[src/rtl/i2cseq_pkg.sv]
package i2cseq_pkg;

  typedef enum logic [2:0] {
    OP_START_TX = 3'd0,
    OP_START_RX = 3'd1,
    OP_SEND     = 3'd2,
    OP_RECV     = 3'd3,
    OP_STOP     = 3'd4
  } eng_op_e;

  typedef enum logic [2:0] {
    S_IDLE, S_BUS, S_ISSUE, S_WAIT, S_FEED, S_DELIVER, S_STOP, S_DONE
  } seq_state_e;

  typedef enum logic [2:0] {
    PH_ADDR, PH_REG, PH_RS, PH_WR, PH_RD
  } seq_phase_e;

  localparam logic [3:0] ST_OK   = 4'b0001;
  localparam logic [3:0] ST_NACK = 4'b0010;
  localparam logic [3:0] ST_TOUT = 4'b0100;
  localparam logic [3:0] ST_BAD  = 4'b1000;

  // Register byte number idx (0 = first on the wire) of an alen-byte address.
  function automatic logic [7:0] reg_byte(input logic [63:0] a,
                                          input logic [7:0] alen,
                                          input logic [7:0] idx);
    return 8'(a >> {(alen - idx - 8'd1), 3'b000});
  endfunction

  // Target address with the spare high address bits folded in.
  function automatic logic [6:0] fold_chip(input logic [6:0] chip,
                                           input logic [63:0] a,
                                           input logic [7:0] alen,
                                           input logic [6:0] mask);
    return chip | (7'(a >> {alen, 3'b000}) & mask);
  endfunction

endpackage

[src/rtl/i2cseq_reqlatch.sv]
module i2cseq_reqlatch
  import i2cseq_pkg::*;
#(
  parameter int         AL_W       = 3,
  parameter int         ADDR_W     = 32,
  parameter int         LEN_W      = 16,
  parameter int         ADDR_BYTES = 4,
  parameter logic [6:0] OVF_MASK   = 7'h00
) (
  input  logic              clk,
  input  logic              rst_n,
  input  logic              load,
  input  logic [6:0]        req_chip,
  input  logic              req_read,
  input  logic              req_probe,
  input  logic [AL_W-1:0]   req_alen,
  input  logic [ADDR_W-1:0] req_addr,
  input  logic [LEN_W-1:0]  req_len,
  output logic              req_bad,
  output logic [6:0]        q_chip,
  output logic              q_rd,
  output logic              q_probe,
  output logic [AL_W-1:0]   q_alen,
  output logic [ADDR_W-1:0] q_addr,
  output logic [LEN_W-1:0]  q_len
);

  logic [6:0] chip_folded;

  assign req_bad = !req_probe &&
                   ((req_len == '0) || (req_alen > AL_W'(ADDR_BYTES)));

  assign chip_folded = fold_chip(req_chip, 64'(req_addr), 8'(req_alen), OVF_MASK);

  always_ff @(posedge clk or negedge rst_n) begin
    if (!rst_n) begin
      q_chip  <= '0;
      q_rd    <= 1'b0;
      q_probe <= 1'b0;
      q_alen  <= '0;
      q_addr  <= '0;
      q_len   <= '0;
    end else if (load) begin
      q_probe <= req_probe;
      q_addr  <= req_addr;
      if (req_probe) begin
        q_chip <= req_chip;
        q_rd   <= 1'b1;
        q_alen <= '0;
        q_len  <= LEN_W'(1);
      end else begin
        q_chip <= chip_folded;
        q_rd   <= req_read;
        q_alen <= req_alen;
        q_len  <= req_len;
      end
    end
  end

endmodule

[src/rtl/i2cseq_timer.sv]
module i2cseq_timer #(
  parameter int LIMIT = 1000
) (
  input  logic clk,
  input  logic rst_n,
  input  logic run,
  output logic expired
);

  localparam int CW = $clog2(LIMIT + 1);

  logic [CW-1:0] cnt;

  assign expired = run && (cnt == CW'(LIMIT - 1));

  always_ff @(posedge clk or negedge rst_n) begin
    if (!rst_n)         cnt <= '0;
    else if (!run)      cnt <= '0;
    else if (!expired)  cnt <= cnt + CW'(1);
  end

endmodule

[src/rtl/i2cseq_ctrl.sv]
module i2cseq_ctrl
  import i2cseq_pkg::*;
#(
  parameter int AL_W   = 3,
  parameter int ADDR_W = 32,
  parameter int LEN_W  = 16
) (
  input  logic              clk,
  input  logic              rst_n,
  input  logic              req_valid,
  input  logic              req_bad,
  output logic              req_ready,
  output logic              accept,
  input  logic [6:0]        q_chip,
  input  logic              q_rd,
  input  logic              q_probe,
  input  logic [AL_W-1:0]   q_alen,
  input  logic [ADDR_W-1:0] q_addr,
  input  logic [LEN_W-1:0]  q_len,
  input  logic              bus_busy,
  output logic              eng_go,
  output logic [2:0]        eng_op,
  output logic [7:0]        eng_byte,
  output logic              eng_ack,
  input  logic              eng_done,
  input  logic              eng_nack,
  input  logic [7:0]        eng_rdata,
  input  logic              wr_valid,
  output logic              wr_ready,
  input  logic [7:0]        wr_data,
  output logic              rd_valid,
  input  logic              rd_ready,
  output logic [7:0]        rd_data,
  output logic              tmr_run,
  input  logic              tmr_exp,
  output logic              done,
  output logic [3:0]        status
);

  seq_state_e       state;
  seq_phase_e       phase;
  logic [AL_W-1:0]  idx;
  logic [LEN_W-1:0] cnt;
  logic             rd_last;

  logic first_tx, cnt_last, reg_last;

  assign first_tx  = !q_rd || (q_alen != '0);
  assign cnt_last  = (cnt == q_len - LEN_W'(1));
  assign reg_last  = (idx == q_alen - AL_W'(1));
  assign req_ready = (state == S_IDLE);
  assign accept    = req_valid && req_ready;
  assign rd_valid  = (state == S_DELIVER);
  assign tmr_run   = (state == S_BUS) || (state == S_WAIT);
  assign done      = (state == S_DONE);

  always_comb begin
    eng_go   = 1'b0;
    eng_op   = OP_STOP;
    eng_byte = 8'h00;
    eng_ack  = 1'b0;
    wr_ready = 1'b0;
    case (state)
      S_ISSUE: begin
        eng_go = 1'b1;
        case (phase)
          PH_ADDR: begin
            eng_op   = first_tx ? OP_START_TX : OP_START_RX;
            eng_byte = {q_chip, !first_tx};
          end
          PH_REG: begin
            eng_op   = OP_SEND;
            eng_byte = reg_byte(64'(q_addr), 8'(q_alen), 8'(idx));
          end
          PH_RS: begin
            eng_op   = OP_START_RX;
            eng_byte = {q_chip, 1'b1};
          end
          default: begin
            eng_op  = OP_RECV;
            eng_ack = !cnt_last;
          end
        endcase
      end
      S_FEED: begin
        if (wr_valid) begin
          wr_ready = 1'b1;
          eng_go   = 1'b1;
          eng_op   = OP_SEND;
          eng_byte = wr_data;
        end
      end
      S_STOP: begin
        eng_go = 1'b1;
        eng_op = OP_STOP;
      end
      default: ;
    endcase
  end

  always_ff @(posedge clk or negedge rst_n) begin
    if (!rst_n) begin
      state   <= S_IDLE;
      phase   <= PH_ADDR;
      idx     <= '0;
      cnt     <= '0;
      rd_last <= 1'b0;
      rd_data <= 8'h00;
      status  <= 4'b0000;
    end else begin
      case (state)
        S_IDLE: begin
          if (accept) begin
            if (req_bad) begin
              status <= ST_BAD;
              state  <= S_DONE;
            end else begin
              status <= 4'b0000;
              state  <= S_BUS;
            end
          end
        end
        S_BUS: begin
          if (!bus_busy) begin
            phase <= PH_ADDR;
            state <= S_ISSUE;
          end else if (tmr_exp) begin
            status <= ST_TOUT;
            state  <= S_DONE;
          end
        end
        S_ISSUE: state <= S_WAIT;
        S_FEED:  if (wr_valid) state <= S_WAIT;
        S_WAIT: begin
          if (eng_done) begin
            if (phase == PH_RD) begin
              rd_data <= eng_rdata;
              if (q_probe) begin
                status <= ST_OK;
                state  <= S_STOP;
              end else begin
                rd_last <= cnt_last || eng_nack;
                state   <= S_DELIVER;
              end
            end else if (eng_nack) begin
              status <= ST_NACK;
              state  <= S_STOP;
            end else begin
              case (phase)
                PH_ADDR: begin
                  cnt <= '0;
                  idx <= '0;
                  if (q_alen != '0) begin
                    phase <= PH_REG;
                    state <= S_ISSUE;
                  end else if (q_rd) begin
                    phase <= PH_RD;
                    state <= S_ISSUE;
                  end else begin
                    phase <= PH_WR;
                    state <= S_FEED;
                  end
                end
                PH_REG: begin
                  idx <= idx + AL_W'(1);
                  cnt <= '0;
                  if (!reg_last)  state <= S_ISSUE;
                  else if (q_rd) begin
                    phase <= PH_RS;
                    state <= S_ISSUE;
                  end else begin
                    phase <= PH_WR;
                    state <= S_FEED;
                  end
                end
                PH_RS: begin
                  phase <= PH_RD;
                  cnt   <= '0;
                  state <= S_ISSUE;
                end
                default: begin
                  if (cnt_last) begin
                    status <= ST_OK;
                    state  <= S_STOP;
                  end else begin
                    cnt   <= cnt + LEN_W'(1);
                    state <= S_FEED;
                  end
                end
              endcase
            end
          end else if (tmr_exp) begin
            status <= ST_TOUT;
            state  <= S_STOP;
          end
        end
        S_DELIVER: begin
          if (rd_ready) begin
            if (rd_last) begin
              status <= ST_OK;
              state  <= S_STOP;
            end else begin
              cnt   <= cnt + LEN_W'(1);
              state <= S_ISSUE;
            end
          end
        end
        S_STOP:  state <= S_DONE;
        default: state <= S_IDLE;
      endcase
    end
  end

endmodule

[src/rtl/i2c_txn_seq.sv]
module i2c_txn_seq
  import i2cseq_pkg::*;
#(
  parameter int         ADDR_BYTES  = 4,
  parameter int         LEN_W       = 16,
  parameter int         CLK_FREQ_HZ = 100_000_000,
  parameter int         TIMEOUT_US  = 1_000_000,
  parameter logic [6:0] OVF_MASK    = 7'h00,
  localparam int        AL_W        = $clog2(ADDR_BYTES + 1),
  localparam int        ADDR_W      = 8 * ADDR_BYTES
) (
  input  logic              clk,
  input  logic              rst_n,
  input  logic              req_valid,
  output logic              req_ready,
  input  logic [6:0]        req_chip,
  input  logic              req_read,
  input  logic              req_probe,
  input  logic [AL_W-1:0]   req_alen,
  input  logic [ADDR_W-1:0] req_addr,
  input  logic [LEN_W-1:0]  req_len,
  input  logic              bus_busy,
  output logic              eng_go,
  output logic [2:0]        eng_op,
  output logic [7:0]        eng_byte,
  output logic              eng_ack,
  input  logic              eng_done,
  input  logic              eng_nack,
  input  logic [7:0]        eng_rdata,
  input  logic              wr_valid,
  output logic              wr_ready,
  input  logic [7:0]        wr_data,
  output logic              rd_valid,
  input  logic              rd_ready,
  output logic [7:0]        rd_data,
  output logic              done,
  output logic [3:0]        status
);

  localparam int TIMEOUT_CYC = (CLK_FREQ_HZ / 1_000_000) * TIMEOUT_US;

  // Named internal events shared between the pieces.
  logic              ev_accept;
  logic              ev_bad;
  logic              ev_wait_run;
  logic              ev_expired;
  logic [6:0]        q_chip;
  logic              q_rd;
  logic              q_probe;
  logic [AL_W-1:0]   q_alen;
  logic [ADDR_W-1:0] q_addr;
  logic [LEN_W-1:0]  q_len;

  i2cseq_reqlatch #(
    .AL_W(AL_W), .ADDR_W(ADDR_W), .LEN_W(LEN_W),
    .ADDR_BYTES(ADDR_BYTES), .OVF_MASK(OVF_MASK)
  ) u_req (
    .clk(clk), .rst_n(rst_n), .load(ev_accept),
    .req_chip(req_chip), .req_read(req_read), .req_probe(req_probe),
    .req_alen(req_alen), .req_addr(req_addr), .req_len(req_len),
    .req_bad(ev_bad),
    .q_chip(q_chip), .q_rd(q_rd), .q_probe(q_probe),
    .q_alen(q_alen), .q_addr(q_addr), .q_len(q_len)
  );

  i2cseq_timer #(.LIMIT(TIMEOUT_CYC)) u_tmr (
    .clk(clk), .rst_n(rst_n), .run(ev_wait_run), .expired(ev_expired)
  );

  i2cseq_ctrl #(.AL_W(AL_W), .ADDR_W(ADDR_W), .LEN_W(LEN_W)) u_ctrl (
    .clk(clk), .rst_n(rst_n),
    .req_valid(req_valid), .req_bad(ev_bad), .req_ready(req_ready),
    .accept(ev_accept),
    .q_chip(q_chip), .q_rd(q_rd), .q_probe(q_probe),
    .q_alen(q_alen), .q_addr(q_addr), .q_len(q_len),
    .bus_busy(bus_busy),
    .eng_go(eng_go), .eng_op(eng_op), .eng_byte(eng_byte), .eng_ack(eng_ack),
    .eng_done(eng_done), .eng_nack(eng_nack), .eng_rdata(eng_rdata),
    .wr_valid(wr_valid), .wr_ready(wr_ready), .wr_data(wr_data),
    .rd_valid(rd_valid), .rd_ready(rd_ready), .rd_data(rd_data),
    .tmr_run(ev_wait_run), .tmr_exp(ev_expired),
    .done(done), .status(status)
  );

endmodule

[config.mk]
export PLATFORM = sky130hd
export DESIGN_NAME = i2c_txn_seq
export DESIGN_NICKNAME = d
export VERILOG_FILES = /design/src/rtl/i2cseq_pkg.sv /design/src/rtl/i2cseq_reqlatch.sv /design/src/rtl/i2cseq_timer.sv /design/src/rtl/i2cseq_ctrl.sv /design/src/rtl/i2c_txn_seq.sv
export SDC_FILE = /design/constraint.sdc
export NUM_CORES = 1
export LEC_CHECK = 0
export BUFFER_PORTS_ARGS = -buffer_cell sky130_fd_sc_hd__buf_4
export CAP_MARGIN = 20
export CORE_ASPECT_RATIO = 0.9
export CORE_MARGIN = 10
export CORE_UTILIZATION = 55
export CTS_CLUSTER_SIZE = 12
export DETAILED_ROUTE_END_ITERATION = 10
export GPL_TIMING_DRIVEN = 0
export PLACE_DENSITY = 0.79
export SLEW_MARGIN = 40
export SYNTH_ARGS = -nofsm -noshare
export SYNTH_HDL_FRONTEND = slang
export SYNTH_HIERARCHICAL = 1
export SYNTH_SLANG_ARGS = --single-unit
[constraint.sdc]
create_clock -name clk -period 7.4 [get_ports clk]
set_input_delay 0 -clock clk [delete_from_list [all_inputs] [get_ports clk]]
set_output_delay 0 -clock clk [all_outputs]
set_load 0.02 [all_outputs]
==> results.cfg, run 1 <==
[global_route]
grt-ovfl-total = 0
grt_max_degree = 67
antenna_found_initial = 1
grt_pass1_wl_mm = 35.38
first_global_vias = 6698
grt_util_all_layers_pct = 24.00

[critical_path]
crit_type = reg -> out
worst_setup_path_start_kind = flop
arrival_ns = 3.33
ff2ff_setup_slack_ns = 4.28
rr_worst_depth = 8
r2r-start = u_req/q_len[3]
worstSetupEndpointType = primary output
rr_endpoint = u_ctrl/status[3]
cp.required_ns = 7.40
cp_max_fo = 8

[detailed_routing]
wl_per_cell_um = 20.17
dr.pass1.iters = 5
ant_nets = 0
remaining_drc_errors = 0
drt-total-wl_mm = 22.15
vias = 6692
first_iter_violations = 647
via_per_inst = 6.095

[finish]
drive_gt1_share_pct = 26.05
design_area_um2 = 9742
synthToLayoutAreaGrowth_pct = 32.69
final_nets = 1016

[synth]
synthCells = 719
synth_edf_count = 0
synthArstFlopShare_pct = 100.0
synth_top_area_cell = dfrtp_1
yosys-mux-area-fraction_pct = 10.40
ys_ff_latch = 125
ys_seq_area_share_pct = 42.60
yosys_warnings = 6
synth_compound_area_share_pct = 13.34
ys_top_cells_by_count = dfrtp_1, nand2_1, o21ai_0, mux2_2, inv_1
synth_top_family_by_area = simple AND/OR/NAND/NOR gates
syn_nets = 815
yosysTopAreaCellShare_pct = 42.60
ys_top_cells_by_area = dfrtp_1, mux2_2, o21ai_0
synth-xor-area-share_pct = 4.891
synthSimpleGateAreaFrac_pct = 22.14
synth_area_um2 = 7342
synth.avg_cell_area_um2 = 10.21
synthFlopType = dfrtp_1
ys_types = 83
yosysMostFrequentCell = dfrtp_1
synth_adder_area_share_pct = 2.147

[cts]
ctsResizeCount = 0
cts_max_level = 4
post-cts-setup-buffers = 0
cts_sinks = 125
insertion_delay_ns = 0.43
cts_tree = built
root_buffer = clkbuf_16
cts.clk_slew.worst_paths_ns = 0.06
clock_path_buffers = 2
cts_buffers = 17

[timing]
relSlewSlack_pct = 42.12
min_period_ns = 3.331
finalSetupViolCount = 0
fin_tns_setup_ns = 0
finClkSkew_ns = 0.006638
hold_viol_final = 0
slew_viol_final = 0
min_period_over_period_pct = 45.02
rsz0062_at_grt = false
tightest_slew_ns = 0.8650
hold_ws_ns = 0.07462
fmax_mhz = 300.2

[placed_design]
gp_congestion = 0.8962
port_buffers = 111
place_hpwl_mm = 14.26
placed_area_um2 = 8421

[hold_path]
whs_path_depth = 3
whs_endpoint = u_ctrl/status[1]
hold_path.class = in -> reg
min-delay-start = eng_done

[die]
io_pins = 113
fp-row-count = 39
die_w_um = 141.8
die_h_um = 129.6
initial_core_util_pct = 56.99
core-area_um2 = 12880
die_area_um2 = 18380

[run_status]
status = finished, final reports clean

[pwr]
p_per_area_nw_per_um2 = 364.0
leakage_nw = 4.272
peakVddDrop_v = 0.0002562

[run]
maxCapViolCount = 0
==> worst max path at each step <==
stage	startpoint	endpoint	slack, ns
final	u_req/q_alen[0]	eng_byte[0]	4.07
after global routing	u_req/q_alen[0]	eng_byte[0]	4.02
after floorplan	u_req/q_len[3]	u_ctrl/cnt[10]	4.70
after detailed placement	u_req/q_len[3]	u_ctrl/status[3]	4.37
after global placement	u_req/q_alen[0]	eng_byte[0]	4.39
after CTS	u_req/q_alen[0]	eng_byte[6]	4.23
==> registers in the layout, summed over array words and instances, names as in the netlist <==
signal and count:
u_req/q_probe 1, u_req/q_rd 1, u_ctrl/idx 3, u_ctrl/status 4
u_tmr/cnt 27, u_req/q_addr 32, u_ctrl/state 3, u_req/q_chip 7
u_ctrl/rd_data 8, u_ctrl/phase 3, u_ctrl/cnt 16, u_req/q_len 16
u_ctrl/rd_last 1, u_req/q_alen 3
==> stage by stage <==
step                      util [%]  worst slack (ns)  cells  total power (W)
final                        75.62             4.069   1098         0.003546
after global routing         75.62             4.021   1098         0.003720
after detailed placement     65.37             4.368    995         0.002561
after floorplan                  -             4.699    719         0.002117
after global placement       65.05             4.392    994         0.002498
after CTS                    75.59             4.227   1097         0.003489
==> timing repair <==
item | 4_1_cts | 5_1_grt
hold buffers | 70 | 0
hold endpoints to repair | 194 | 0
endpoints found under the setup margin | 0 | 0
==> worst max-delay path, cell delays in order (launching register included) <==
cell and delay, ns:
dfrtp_1 0.35, inv_1 0.07, ha_1 0.22, fa_1 0.48
ha_1 0.22, a211oi_1 0.18, a21oi_1 0.08, nor3_2 0.55
a22oi_1 0.25, o21ai_0 0.30, buf_4 0.21
==> cells by family (layout without fill, tap and decap cells) <==
logic type | count (synthesis) | after routing
AOI/OAI and AO/OA | 150 | 150
adders and majority gates | 12 | 12
other | 0 | 1
muxes | 60 | 60
xor gates and xnor gates | 41 | 41
and+or+nand+nor | 267 | 267
DFF | 125 | 125
buffers and inverters | 64 | 278
==> cell usage in the layout, fill, tap and decap left out, types with 11 or more instances in the layout <==
cell	Yosys	routed
mux2_2	47	47
ha_1	11	11
clkbuf_1	15	14
nand2_1	58	58
dlygate4sd3_1	0	70
and2_1	20	20
nor3_1	12	11
xnor2_1	29	29
buf_4	0	110
o31ai_1	11	11
nand3b_1	19	19
or3_1	13	13
o21ai_0	54	54
and3_1	12	12
dfrtp_1	125	125
nand2b_1	11	11
a21oi_1	24	24
inv_1	32	32
nand3_1	22	22
xor2_1	12	12
clkbuf_16	0	17
nor2_1	22	22
nand4_1	14	14
==> area by class of cell <==
| cell class | instances | area (um^2) |
|---|---|---|
| Tap cell | 164 | 205.2 |
| Timing Repair Buffer | 182 | 1569 |
| Clock buffer | 19 | 452.9 |
| Antenna cell | 1 | 2.502 |
| Sequential cell | 125 | 3128 |
| Buffer | 31 | 206.4 |
| Fill cell | 838 | 3141 |
| Clock inverter | 13 | 163.9 |
| Multi-Input combinational cell | 530 | 3890 |
| Inverter | 33 | 123.9 |
==> power breakdown <==
part           switching, W  leakage, nW  internal, W
logic              0.000854         2.35     0.000725
clock network      0.000327        0.299     0.000548
registers          0.000198         1.62     0.000895
total               0.00138         4.27      0.00217
==> routing by layer <==
metal / vias up / part of all wire, % / GRT usage, % / wire, um
met2: 314 / 50 / 39.56 / 11080
met4: 0 / 2.6 / 8.589 / 569
li1: 3030 / - / - / -
met3: 53 / 8.1 / 7.743 / 1794
met5: - / 0 / 0 / 0
met1: 3295 / 39 / 29.04 / 8708
Power figures use the tool's default switching activity.
==> inputs of run 2 (changes only) <==
Clock period 7.4 ns to 3.12 ns, I/O delays scaled along.
==> run 2 against run 1 <==
Against the previous run: count of clock-buffer cells in the layout unchanged; wire length increased by 0.37%; sequential share of layout area decreased by 0.26 points; cell count increased by 0.46%; cell area increased by 0.90%; worst hold slack improved by 0.0060 ns; critical path depth decreased by 2; global-route usage about the same; critical path type unchanged; highest routed layer unchanged.
==> results.cfg, run 2 (synthesized netlist as in run 1, its figures left out) <==
[detailed_routing]
dr.pass1.iters = 5
vias = 6643
first_iter_violations = 613
drt-total-wl_mm = 22.23
remaining_drc_errors = 0
ant_nets = 0
via_per_inst = 6.023
wl_per_cell_um = 20.15

[critical_path]
rr_worst_depth = 8
crit_type = reg -> out
r2r-start = u_req/q_len[4]
cp-endpoint = eng_byte[0]
worstSetupEndpointType = primary output
cp-startpoint = u_req/q_alen[0]
ff2ff_setup_slack_ns = 0.14
worst_setup_path_start_kind = flop
rr_endpoint = u_ctrl/status[3]
cp_max_fo = 8
arrival_ns = 3.04
cp.required_ns = 3.12

[timing]
rsz0062_at_grt = false
hold_viol_final = 0
fmax_mhz = 328.8
relSlewSlack_pct = 39.64
tightest_slew_ns = 0.9020
finalSetupViolCount = 0
min_period_ns = 3.041
slew_viol_final = 0
min_period_over_period_pct = 97.47
fin_tns_setup_ns = 0
finClkSkew_ns = 0.007483

[finish]
largest-register = u_req/q_addr
final_nets = 1021
ff_latch_area_um2 = 3131
layout_commonest_cell = dfrtp_1
largestRegisters = u_req/q_addr: 32 flops, u_tmr/cnt: 27 flops
multi_input_area_um2 = 3920
mostFrequentLayoutCells = dfrtp_1, buf_4, dlygate4sd3_1, nand2_1, o21ai_0
largest_reg_flops = 32
fillerInstances = 819
drive_gt1_share_pct = 27.08
synthToLayoutAreaGrowth_pct = 33.88
fin_cells = 1103

[die]
die_area_um2 = 18380
die_h_um = 129.6
die_w_um = 141.8
io_pins = 113
core-area_um2 = 12880
fp-row-count = 39
initial_core_util_pct = 56.99

[cts]
cts_max_level = 4
cts_sinks = 125
cts_buffers = 17
cts.clk_slew.worst_paths_ns = 0.06
insertion_delay_ns = 0.42
root_buffer = clkbuf_16
cts_tree = built
clock_path_buffers = 2

[run_status]
status = finished, final reports clean

[pwr]
p_per_area_nw_per_um2 = 863.5
leakage_nw = 4.317
peakVddDrop_v = 0.0005974

[global_route]
grt_max_degree = 67
grt_util_all_layers_pct = 24.00
grt_pass1_wl_mm = 35.39
grt-ovfl-total = 0
first_global_vias = 6725
antenna_found_initial = 1

[hold_path]
hold_path.class = in -> reg

[placed_design]
gp_congestion = 0.8962
port_buffers = 111
dpl.cell_count = 995
place_hpwl_mm = 14.26

[run]
maxCapViolCount = 0
run 2: cell types whose count changed in the layout (fill, tap and decap cells not counted), sizes merged:
cell / before / now
buf: 127 / 131
clkbuf: 35 / 36
run 2: timing repair:
action	4_1_cts	5_1_grt
setup buffers	0	6
pin swaps	0	5
gates resized for setup	1	7
setup endpoints to repair	5	16
endpoints found under the hold margin	194	0
hold buffers	70	0
cloned	0	0
run 2: layout make-up:
class	count	area share [%]
multi-input cells	530	39.88
flip-flops and latches	125	31.85
repair buffers	188	16.55
clock buffers	19	4.608
well taps	164	2.088
plain buffers	30	2.075
clock inverters	13	1.668
inverters	33	1.260
diodes	1	0.02546
run 2: critical path: stages (launching register included):
cell	delay, ns
dfrtp_1	0.36
inv_1	0.07
ha_1	0.22
fa_1	0.48
ha_1	0.56
mux4_2	0.37
a22oi_1	0.24
o21ai_0	0.13
buf_4	0.19
run 2: worst min path at each step:
stage                            from                to  slack [ns]  cells after the start
after floorplan                 rst_n     u_ctrl/cnt[0]       -0.30                      0
after global routing        req_probe    u_req/q_len[4]        0.08                      4
final                       req_probe    u_req/q_len[4]        0.08                      4
after CTS                    eng_done  u_ctrl/status[1]        0.04                      3
after global placement    req_addr[4]   u_req/q_addr[4]        0.22                      2
after detailed placement        rst_n      u_tmr/cnt[5]      -0.005                      1
run 2: per-stage QoR:
| stage | instance area [um^2] | hold slack, ns | total power [W] | util, % | worst slack (ns) |
|---|---|---|---|---|---|
| after floorplan | 7342 | -0.2956 | 0.005022 | - | 0.4193 |
| after global placement | 8381 | 0.2190 | 0.005924 | 65.05 | 0.1118 |
| after detailed placement | 8421 | -0.005045 | 0.006075 | 65.37 | 0.08752 |
| after CTS | 9741 | 0.03832 | 0.008291 | 75.61 | 0.06724 |
| after global routing | 9829 | 0.07859 | 0.008917 | 76.30 | 0.001733 |
| final | 9829 | 0.08058 | 0.008488 | 76.30 | 0.07905 |
run 2: power breakdown:
part / total [W] / leakage, nW / switching [W] / internal, W
Sequential: 0.00259 / 1.62 / 0.000467 / 0.00212
Clock: 0.00207 / 0.299 / 0.000774 / 0.00130
Combinational: 0.00382 / 2.40 / 0.00206 / 0.00177
Total: 0.00849 / 4.32 / 0.00330 / 0.00519
run 2: metal layers:
metal / GRT usage, % / up-vias / wire length (um)
met4: 9.249 / 0 / 519
li1: - / 3036 / -
met5: 0 / - / 0
met3: 7.925 / 47 / 1716
met1: 28.92 / 3253 / 8833
met2: 39.29 / 307 / 11160
==> inputs of run 3 (changes only) <==
Settings changed: GPL_TIMING_DRIVEN 0 to 1.
==> run 3 against run 2 <==
Against the previous run: count of clock-buffer cells in the layout rose by 2; via count fell by 2.0%; sequential power grew 2%; power is 1.8% lower; wire length fell by 3.6%; cell count decreased by 1.8%.
==> results.cfg, run 3 (synthesized netlist as in run 1, its figures left out) <==
[global_route]
antenna_found_initial = 2
grt_util_all_layers_pct = 23.44
grt_pass1_wl_mm = 34.77
grt_max_degree = 80
grt-ovfl-total = 0
first_global_vias = 6609

[critical_path]
arrival_ns = 2.98
crit_type = reg -> out
cp.required_ns = 3.12
worstSetupEndpointType = primary output
worst_setup_path_start_kind = flop
cp_max_fo = 8

[timing]
relSlewSlack_pct = 47.86
finalSetupViolCount = 0
fmax_mhz = 335.2
min_period_ns = 2.984
fin_tns_setup_ns = 0
setup_slack_ns = 0.1363
tightest_slew_ns = 0.7792
rsz0062_at_grt = false
min_period_over_period_pct = 95.63
finClkSkew_ns = 0.01440
hold_viol_final = 0
slew_viol_final = 0

[finish]
largestRegisters = u_req/q_addr: 32 flops, u_tmr/cnt: 27 flops
largest-register = u_req/q_addr
mostFrequentLayoutCells = dfrtp_1, buf_4, dlygate4sd3_1, nand2_1, o21ai_0
drive_gt1_share_pct = 26.28
fin_cells = 1083
largest_reg_flops = 32
final_util_pct = 74.80
layout_commonest_cell = dfrtp_1
final_nets = 1000
synthToLayoutAreaGrowth_pct = 31.24

[placed_design]
dpl.cell_count = 976
gp_congestion = 0.8918
port_buffers = 112
pre_cts_ws_ns = 0.1356
place_hpwl_mm = 13.94

[cts]
clock_path_buffers = 2
insertion_delay_ns = 0.42
root_buffer = clkbuf_16
cts_max_level = 4
cts_sinks = 125
cts.clk_slew.worst_paths_ns = 0.05
cts_buffers = 17
cts_tree = built

[run]
maxCapViolCount = 0

[hold_path]
hold_path.class = in -> reg

[detailed_routing]
ant_nets = 0
first_iter_violations = 598
dr.pass1.iters = 5
wl_per_cell_um = 19.78
vias = 6513
remaining_drc_errors = 0
via_per_inst = 6.014
drt-total-wl_mm = 21.42

[die]
io_pins = 113
core-area_um2 = 12880
die_w_um = 141.8
fp-row-count = 39
die_area_um2 = 18380
die_h_um = 129.6
initial_core_util_pct = 56.99

[pwr]
p_per_area_nw_per_um2 = 865.2
finalPower_w = 0.008336
leakage_nw = 4.210
peakVddDrop_v = 0.0005773

[run_status]
status = finished, final reports clean
-- run 3: cell count changes in the layout (fill, tap and decap cells not counted), sizes merged --
| cell | previous run | this run |
|---|---|---|
| buf | 131 | 124 |
| bufinv | 3 | 2 |
| clkbuf | 36 | 21 |
| clkinv | 7 | 1 |
| clkinvlp | 2 | 5 |
| diode | 1 | 2 |
| dlygate4sd3 | 70 | 73 |
| inv | 34 | 36 |
-- run 3: layout make-up --
class | instances | area (um^2)
clock inverters | 11 | 132.6
diodes | 2 | 5.005
inverters | 33 | 123.9
repair buffers | 197 | 1674
well taps | 164 | 205.2
flip-flops and latches | 125 | 3128
clock buffers | 21 | 470.5
fillers | 851 | 3247
multi-input cells | 530 | 3896
-- run 3: per-layer routing --
| metal | vias up | part of all wire [%] | GRT usage (%) |
|---|---|---|---|
| met5 | - | 0 | 0 |
| met4 | 0 | 2.2 | 8.408 |
| met3 | 33 | 6.3 | 6.318 |
| met2 | 273 | 51 | 39.40 |
| met1 | 3206 | 41 | 28.50 |
| li1 | 3001 | - | - |
-- run 3: repair_timing --
item,CTS,global route
resized for setup,0,2
endpoints found under the setup margin,0,8
hold buffers,73,0
endpoints found under the hold margin,118,0
setup buffers,0,0
-- run 3: path summary, 6_finish.rpt --
check                                 startpoint                to  slack, ns  cells after the start
max in group asynchronous                  rst_n     u_tmr/cnt[21]       1.98                      3
worst max-delay path             u_req/q_alen[0]       eng_byte[7]       0.14                      8
worst min-delay path                 req_alen[2]   u_req/q_alen[2]       0.03                      3
min in group asynchronous                  rst_n     u_ctrl/cnt[5]       0.17                      2
worst min register to register  u_req/q_addr[12]  u_req/q_addr[12]       0.49                      1
worst max register to register    u_req/q_len[4]  u_ctrl/status[0]       0.15                      8
-- run 3: power breakdown --
part	switching, W	internal (W)
logic	0.00195	0.00173
clock network	0.000766	0.00125
registers	0.000512	0.00212
total	0.00323	0.00510
-- run 3: worst max-delay path: stages (launching register included) --
cell	delay, ns
dfrtp_1	0.35
inv_1	0.07
ha_1	0.23
fa_1	0.49
ha_2	0.52
mux4_2	0.39
a22oi_1	0.23
o21ai_0	0.12
buf_4	0.18
-- run 3: metrics by stage --
stage	cell area [um^2]	hold WS [ns]
after global routing	9635	0.05135
after detailed placement	8287	0.08078
final	9635	0.03140
after floorplan	7342	-0.2956
after global placement	8287	0.07536
after CTS	9620	0.01789
